===== src/rtl/pfcPkg.sv =====
package pfcPkg;
  localparam int PIX_W      = 8;
  localparam int CFG_ADDR_W = 3;
  localparam int CFG_DATA_W = 16;
  localparam int NUM_STAGES = 5;

  localparam int BYP_COMB   = 0;
  localparam int BYP_GAIN   = 1;
  localparam int BYP_GAUSS  = 2;
  localparam int BYP_SOBEL  = 3;
  localparam int BYP_THRESH = 4;

  typedef struct packed {
    logic             valid;
    logic             sol;
    logic             sof;
    logic [PIX_W-1:0] pix;
  } beat_t;

  typedef enum logic [2:0] {
    OP_ADDSAT  = 3'd0,
    OP_ABSDIFF = 3'd1,
    OP_MIN     = 3'd2,
    OP_MAX     = 3'd3,
    OP_AND     = 3'd4,
    OP_OR      = 3'd5,
    OP_XOR     = 3'd6,
    OP_PASSA   = 3'd7
  } combOp_t;

  typedef struct packed {
    logic [NUM_STAGES-1:0] bypass;
    logic signed [8:0]     offset;
    logic [15:0]           gain;
    logic [PIX_W-1:0]      thresh;
    combOp_t               op;
  } chainCfg_t;
endpackage


===== src/rtl/pfcControl.sv =====
module pfcControl
  import pfcPkg::*;
(
  input  logic                  clk,
  input  logic                  rstN,
  input  logic                  cfgWe,
  input  logic [CFG_ADDR_W-1:0] cfgAddr,
  input  logic [CFG_DATA_W-1:0] cfgWdata,
  output chainCfg_t             cfg
);
  chainCfg_t cfgReg;

  always_ff @(posedge clk or negedge rstN) begin
    if (!rstN) begin
      cfgReg.bypass <= '1;
      cfgReg.offset <= '0;
      cfgReg.gain   <= 16'h0100;
      cfgReg.thresh <= 8'd128;
      cfgReg.op     <= OP_ADDSAT;
    end else if (cfgWe) begin
      case (cfgAddr)
        3'd0:    cfgReg.bypass <= cfgWdata[NUM_STAGES-1:0];
        3'd1:    cfgReg.offset <= cfgWdata[8:0];
        3'd2:    cfgReg.gain   <= cfgWdata;
        3'd3:    cfgReg.thresh <= cfgWdata[PIX_W-1:0];
        3'd4:    cfgReg.op     <= combOp_t'(cfgWdata[2:0]);
        default: ;
      endcase
    end
  end

  assign cfg = cfgReg;
endmodule


===== src/rtl/pfcWindowStage.sv =====
module pfcWindowStage
  import pfcPkg::*;
#(
  parameter int LINE_W   = 16,
  parameter bit IS_SOBEL = 1'b0
) (
  input  logic  clk,
  input  logic  rstN,
  input  logic  bypass,
  input  beat_t inBeat,
  output beat_t outBeat
);
  localparam int COL_W = $clog2(LINE_W);

  logic [PIX_W-1:0] lineUp1 [LINE_W];
  logic [PIX_W-1:0] lineUp2 [LINE_W];
  logic [PIX_W-1:0] colPrev1 [3];
  logic [PIX_W-1:0] colPrev2 [3];
  logic [COL_W-1:0] colReg, curCol;
  logic [1:0]       lvlReg, curLvl;
  logic [PIX_W-1:0] w [3][3];
  logic [PIX_W-1:0] result;

  always_comb begin
    curCol = inBeat.sol ? '0 : colReg;
    if (inBeat.sof)      curLvl = 2'd0;
    else if (inBeat.sol) curLvl = (lvlReg == 2'd2) ? 2'd2 : lvlReg + 2'd1;
    else                 curLvl = lvlReg;
    w[0][2] = (curLvl == 2'd2) ? lineUp2[curCol] : '0;
    w[1][2] = (curLvl != 2'd0) ? lineUp1[curCol] : '0;
    w[2][2] = inBeat.pix;
    for (int i = 0; i < 3; i++) begin
      w[i][1] = (curCol >= COL_W'(1)) ? colPrev1[i] : '0;
      w[i][0] = (curCol >= COL_W'(2)) ? colPrev2[i] : '0;
    end
  end

  always_ff @(posedge clk) begin
    if (inBeat.valid) begin
      lineUp1[curCol] <= inBeat.pix;
      lineUp2[curCol] <= lineUp1[curCol];
      for (int i = 0; i < 3; i++) begin
        colPrev1[i] <= w[i][2];
        colPrev2[i] <= colPrev1[i];
      end
    end
  end

  always_ff @(posedge clk or negedge rstN) begin
    if (!rstN) begin
      colReg <= '0;
      lvlReg <= '0;
    end else if (inBeat.valid) begin
      colReg <= curCol + COL_W'(1);
      lvlReg <= curLvl;
    end
  end

  function automatic logic signed [11:0] ext(input logic [PIX_W-1:0] p);
    return signed'({4'b0000, p});
  endfunction

  if (IS_SOBEL) begin : gSobel
    logic signed [11:0] gx, gy;
    logic [11:0]        mag;
    always_comb begin
      gx = ext(w[0][2]) + (ext(w[1][2]) <<< 1) + ext(w[2][2])
         - ext(w[0][0]) - (ext(w[1][0]) <<< 1) - ext(w[2][0]);
      gy = ext(w[2][0]) + (ext(w[2][1]) <<< 1) + ext(w[2][2])
         - ext(w[0][0]) - (ext(w[0][1]) <<< 1) - ext(w[0][2]);
      mag = 12'(gx < 0 ? -gx : gx) + 12'(gy < 0 ? -gy : gy);
      result = (mag > 12'd255) ? 8'hFF : 8'(mag);
    end
  end else begin : gGauss
    logic [11:0] gsum;
    always_comb begin
      gsum = 12'd8;
      for (int i = 0; i < 3; i++)
        for (int j = 0; j < 3; j++)
          gsum = gsum + (12'(w[i][j]) << ((i == 1 ? 1 : 0) + (j == 1 ? 1 : 0)));
      result = 8'(gsum >> 4);
    end
  end

  always_ff @(posedge clk or negedge rstN) begin
    if (!rstN) outBeat <= '0;
    else begin
      outBeat.valid <= inBeat.valid;
      outBeat.sol   <= inBeat.sol;
      outBeat.sof   <= inBeat.sof;
      outBeat.pix   <= bypass ? inBeat.pix : result;
    end
  end
endmodule


===== src/rtl/pfcDatapath.sv =====
module pfcDatapath
  import pfcPkg::*;
#(
  parameter int LINE_W = 16
) (
  input  logic             clk,
  input  logic             rstN,
  input  chainCfg_t        cfg,
  input  beat_t            inBeat,
  input  logic [PIX_W-1:0] pixB,
  output beat_t            outBeat
);
  beat_t combBeat, gainBeat, gaussBeat, sobelBeat, threshBeat;
  logic [PIX_W-1:0] combRes, gainRes;

  function automatic logic [PIX_W-1:0] combine(input combOp_t op,
                                                input logic [PIX_W-1:0] a,
                                                input logic [PIX_W-1:0] b);
    logic [PIX_W:0] s;
    s = {1'b0, a} + {1'b0, b};
    case (op)
      OP_ADDSAT:  return s[PIX_W] ? '1 : s[PIX_W-1:0];
      OP_ABSDIFF: return (a > b) ? a - b : b - a;
      OP_MIN:     return (a < b) ? a : b;
      OP_MAX:     return (a > b) ? a : b;
      OP_AND:     return a & b;
      OP_OR:      return a | b;
      OP_XOR:     return a ^ b;
      default:    return a;
    endcase
  endfunction

  always_comb combRes = combine(cfg.op, inBeat.pix, pixB);

  always_ff @(posedge clk or negedge rstN) begin
    if (!rstN) combBeat <= '0;
    else begin
      combBeat     <= inBeat;
      combBeat.pix <= cfg.bypass[BYP_COMB] ? inBeat.pix : combRes;
    end
  end

  logic signed [9:0] offSum;
  logic [8:0]        offClip;
  logic [24:0]       prod;
  always_comb begin
    offSum  = signed'({2'b00, combBeat.pix}) + {cfg.offset[8], cfg.offset};
    offClip = (offSum < 0) ? '0 : offSum[8:0];
    prod    = 25'(offClip) * 25'(cfg.gain);
    gainRes = ((prod >> 8) > 25'd255) ? 8'hFF : 8'(prod >> 8);
  end

  always_ff @(posedge clk or negedge rstN) begin
    if (!rstN) gainBeat <= '0;
    else begin
      gainBeat     <= combBeat;
      gainBeat.pix <= cfg.bypass[BYP_GAIN] ? combBeat.pix : gainRes;
    end
  end

  pfcWindowStage #(.LINE_W(LINE_W), .IS_SOBEL(1'b0)) uGauss (
    .clk(clk), .rstN(rstN), .bypass(cfg.bypass[BYP_GAUSS]),
    .inBeat(gainBeat), .outBeat(gaussBeat));

  pfcWindowStage #(.LINE_W(LINE_W), .IS_SOBEL(1'b1)) uSobel (
    .clk(clk), .rstN(rstN), .bypass(cfg.bypass[BYP_SOBEL]),
    .inBeat(gaussBeat), .outBeat(sobelBeat));

  always_ff @(posedge clk or negedge rstN) begin
    if (!rstN) threshBeat <= '0;
    else begin
      threshBeat     <= sobelBeat;
      threshBeat.pix <= cfg.bypass[BYP_THRESH] ? sobelBeat.pix
                      : ((sobelBeat.pix >= cfg.thresh) ? '1 : '0);
    end
  end

  assign outBeat = threshBeat;
endmodule


===== src/rtl/pixelFeatureChain.sv =====
module pixelFeatureChain
  import pfcPkg::*;
#(
  parameter int LINE_W = 16
) (
  input  logic                  clk,
  input  logic                  rstN,
  input  logic                  cfgWe,
  input  logic [CFG_ADDR_W-1:0] cfgAddr,
  input  logic [CFG_DATA_W-1:0] cfgWdata,
  input  logic                  inValid,
  input  logic                  inSol,
  input  logic                  inSof,
  input  logic [PIX_W-1:0]      inPixA,
  input  logic [PIX_W-1:0]      inPixB,
  output logic                  outValid,
  output logic                  outSol,
  output logic                  outSof,
  output logic [PIX_W-1:0]      outPix
);
  chainCfg_t cfgBus;
  beat_t     inBeat, tailBeat;

  assign inBeat = '{valid: inValid, sol: inSol, sof: inSof, pix: inPixA};

  pfcControl uCtrl (
    .clk(clk), .rstN(rstN), .cfgWe(cfgWe), .cfgAddr(cfgAddr),
    .cfgWdata(cfgWdata), .cfg(cfgBus));

  pfcDatapath #(.LINE_W(LINE_W)) uPath (
    .clk(clk), .rstN(rstN), .cfg(cfgBus), .inBeat(inBeat),
    .pixB(inPixB), .outBeat(tailBeat));

  assign outValid = tailBeat.valid;
  assign outSol   = tailBeat.sol;
  assign outSof   = tailBeat.sof;
  assign outPix   = tailBeat.pix;
endmodule


===== config.mk =====
export PLATFORM = sky130hd
export DESIGN_NAME = pixelFeatureChain
export DESIGN_NICKNAME = d
export VERILOG_FILES = /design/src/rtl/pfcPkg.sv /design/src/rtl/pfcControl.sv /design/src/rtl/pfcWindowStage.sv /design/src/rtl/pfcDatapath.sv /design/src/rtl/pixelFeatureChain.sv
export SDC_FILE = /design/constraint.sdc
export NUM_CORES = 1
export LEC_CHECK = 0
export BUFFER_PORTS_ARGS = -buffer_cell sky130_fd_sc_hd__buf_4
export CORE_ASPECT_RATIO = 0.9
export CORE_MARGIN = 4
export CORE_UTILIZATION = 55
export DETAILED_ROUTE_END_ITERATION = 12
export GPL_TIMING_DRIVEN = 0
export PLACE_DENSITY = 0.71
export SLEW_MARGIN = 20
export SYNTH_ARGS = -nofsm -noshare
export SYNTH_HDL_FRONTEND = slang
export SYNTH_SLANG_ARGS = --single-unit

===== constraint.sdc =====
create_clock -name clk -period 9.55 [get_ports clk]
set_clock_uncertainty 0.05 [all_clocks]
set_input_delay 0.955 -clock clk [delete_from_list [all_inputs] [get_ports clk]]
set_output_delay 0.955 -clock clk [all_outputs]
set_load 0.005 [all_outputs]

==> key figures <==
Placed design
  • Port bufs: 51
  • Post-DP Area: 0.0406 sq mm
  • GPL Wtd Cong: 0.894
  • Post-DP HPWL: 68.6 mm

CTS
  • Cts hold-fix bufs: 0
  • Max clock buf depth: 3
  • H-tree depth: 3
  • Clock transition at path regs: 0.06 ns
  • CTS Sinks: 716
  • Root Buffer: clkbuf_16
  • CTS buffer count: 77
  • Clk Latency, worst-skew pair: 0.65 ns
  • CTS tree: built

Layout
  • Fill count: 5,161
  • Post-Layout Inst Area: 0.0433 sq mm
  • NumNets Final: 3,720
  • Antenna cell count: 0
  • Area grow syn2layout: 12.4%
  • Layout cells sized above 1: 11.2%

Global route
  • Vias in the first global route: 26,400
  • Total grt overflow: 0
  • Initial antenna violation count: 1
  • Largest net degree at the start of global routing: 65
  • GRT Overall Usage: 26.4%
  • Global-route wire length before repair: 151 mm

STA
  • Slew @ Worst Pin: 1.18 ns
  • Slew Limit Headroom: 20.6%
  • Setup violators final: 0
  • WHS: 0.212 ns
  • Fmax achieved: 109 MHz
  • Hold Violations, Final: 0
  • Slew Viols, Final: 0
  • Tmin final: 9.20 ns
  • Crit share post-route: 96.3%

Synthesis
  • Synth Warn #: 0
  • Mapped Cells: 3,148
  • Async SR Flop Fraction: 15.1%
  • Synth area leader: edfxtp_1
  • Mapped Avg Cell Area: 12.2 sq um
  • Synth top cells by count: edfxtp_1 (608), inv_1 (345), nand2_1 (339), fa_1 (214), ha_1 (155)
  • #FFs+latches synth: 716
  • Share of the synthesized area in the top cell type: 47.5%
  • Most used DFF post-synth: edfxtp_1
  • Post-Syn Nets: 3,558
  • Syn Std Cell Area: 0.0385 sq mm
  • Most numerous cell in the Yosys netlist: edfxtp_1
  • Post-synth EDFFs: 608
  • Register area share after synthesis: 54.5%
  • Netlist cell types: 81
  • Synth area leaders: edfxtp_1 (47%), fa_1 (11%), dfrtp_1 (6.6%)

Drt
  • DRC errors left: 0
  • Drt initial violations: 2,450
  • 1st-pass router iterations: 5
  • DR vias: 25,700
  • Vias per cell: 5.98
  • Routed WL per cell: 22.6 um
  • WL final: 97.1 mm
  • Post-DRT Antenna Nets: 0

Critical path
  • Critical R2R Launch: uPath.uGauss.outBeat[9]
  • Slowest stage cell, crit path: buf_1
  • Startpoint types: register
  • WP buf/inv: 5
  • Worst setup EP type: register
  • Req. time, crit path: 10.01 ns
  • WS Path Type: register to register
  • Worst Setup SP: uPath.uGauss.outBeat[9]
  • Worst path arrival time: 9.66 ns
  • Cell family with most CP delay: compound AO/OA/AOI/OAI gates
  • Reg2Reg Setup Slack: 0.35 ns
  • CP max FO: 10
  • Crit-path max cell delay: 0.54 ns

Floorplanning
  • Initial core utilization: 55.8%
  • Ports: 52
  • Placement row count: 91
  • Die Wd: 287 um
  • Core area: 0.0689 sq mm
  • DIE HEIGHT: 259 um
  • Die ar.: 0.0743 sq mm

Min path
  • Worst Hold Class: input pin to async pin

Outcome
  • Status: finished, final reports clean

Flow run
  • Max Cap Violations: 0
logic make-up (layout without fill, tap and decap cells):
logic type	after synthesis	in the layout	share of synthesized area (%)
mux	102	102	2.97
simple gates	804	804	10.0
fa+ha+maj	369	369	16.2
xor+xnor	63	63	1.43
flops	716	716	54.5
compound gates	608	608	10.1
buf+inv	486	711	4.81
worst reg2reg max path: cells and delay by family, from the launching register on:
family | cells | cell delay (ns)
mux | 1 | 0.24
compound gates | 13 | 3.05
xor+xnor | 1 | 0.24
fa+ha+maj | 6 | 2.35
flops | 1 | 0.49
buf+inv | 5 | 1.20
simple gates | 6 | 1.45
per-layer routing:
layer	up-vias	track usage, %	routed length [um]
met5	-	0	0
met4	0	8.03	2860
met3	199	4.86	8100
met2	1191	42.9	45800
met1	12900	36.8	40300
li1	11400	-	-
flip-flops by register name, summed over array words and instances (netlist names), 11 cells and up:
name                   cells
uPath.uGauss.lineUp1     128
uPath.uSobel.colPrev1     24
uPath.uSobel.lineUp1     128
uPath.uGauss.lineUp2     128
uPath.gainBeat            11
uPath.uSobel.colPrev2     24
uPath.uSobel.outBeat      11
uPath.uGauss.colPrev1     24
uPath.uGauss.colPrev2     24
uPath.outBeat             11
uPath.combBeat            11
uPath.uSobel.lineUp2     128
uPath.uGauss.outBeat      11
uCtrl.cfg                 41
what timing repair did:
item | in CTS | in global routing
pin swaps | 0 | 1
setup buffers | 0 | 4
endpoints found under the setup margin | 8 | 8
resized for setup | 8 | 19
area by class of cell:
type | instances | area [sq um] | area share (%)
flip-flops and latches | 716 | 21000 | 48.5
plain buffers | 136 | 551 | 1.27
clock buffers | 105 | 2150 | 4.98
inverters | 349 | 1310 | 3.03
clock inverters | 37 | 454 | 1.05
multi-input cells | 1946 | 15800 | 36.5
repair buffers | 84 | 855 | 1.98
well taps | 930 | 1160 | 2.69
layout by cell type, fill, tap and decap left out, drive strengths merged, types with 8 or more instances in the layout:
cell	n
a31oi	27
nor2	116
and3	22
o22ai	133
xor2	18
nor3	32
o31ai	11
a221oi	13
a22oi	8
nand2	339
dfrtp	101
buf	124
or2	12
a2bb2oi	16
o211ai	8
nor2b	56
a211oi	42
fa	214
or3	14
nand2b	8
mux2i	22
nand3	47
o21ai	112
o221ai	9
a21o	22
o21bai	17
clkbuf	201
mux2	78
and2	118
o21a	12
clkinv	20
nand4	8
ha	155
a21oi	143
edfxtp	608
xnor2	45
inv	357
metrics by stage:
step	utilization [%]	setup TNS [ns]	worst slack, ns	std cells
CTS	62.7	0	0.0196	4300
global placement	58.1	-0.214	-0.124	4129
global route	62.8	-0.00704	-0.00704	4303
floorplan	-	0	1.73	3148
finish	62.8	0	0.351	4303
detailed placement	58.9	-3.33	-0.530	4158
final timing paths:
| kind | endpoint | cells after the start |
|---|---|---|
| max in group asynchronous | uPath.gainBeat[10] | 2 |
| worst min-delay path | uCtrl.cfg[24] | 1 |
| worst max-delay path | uPath.uSobel.outBeat[4] | 32 |
| worst min register to register | uPath.outBeat[8] | 0 |
| worst max register to register | uPath.uSobel.outBeat[4] | 32 |
| min in group clk | uPath.outBeat[8] | 0 |
Power is left out: the tool's default activity adds up to more than one toggle a clock period on the data nets, which glitch-free logic cannot reach.
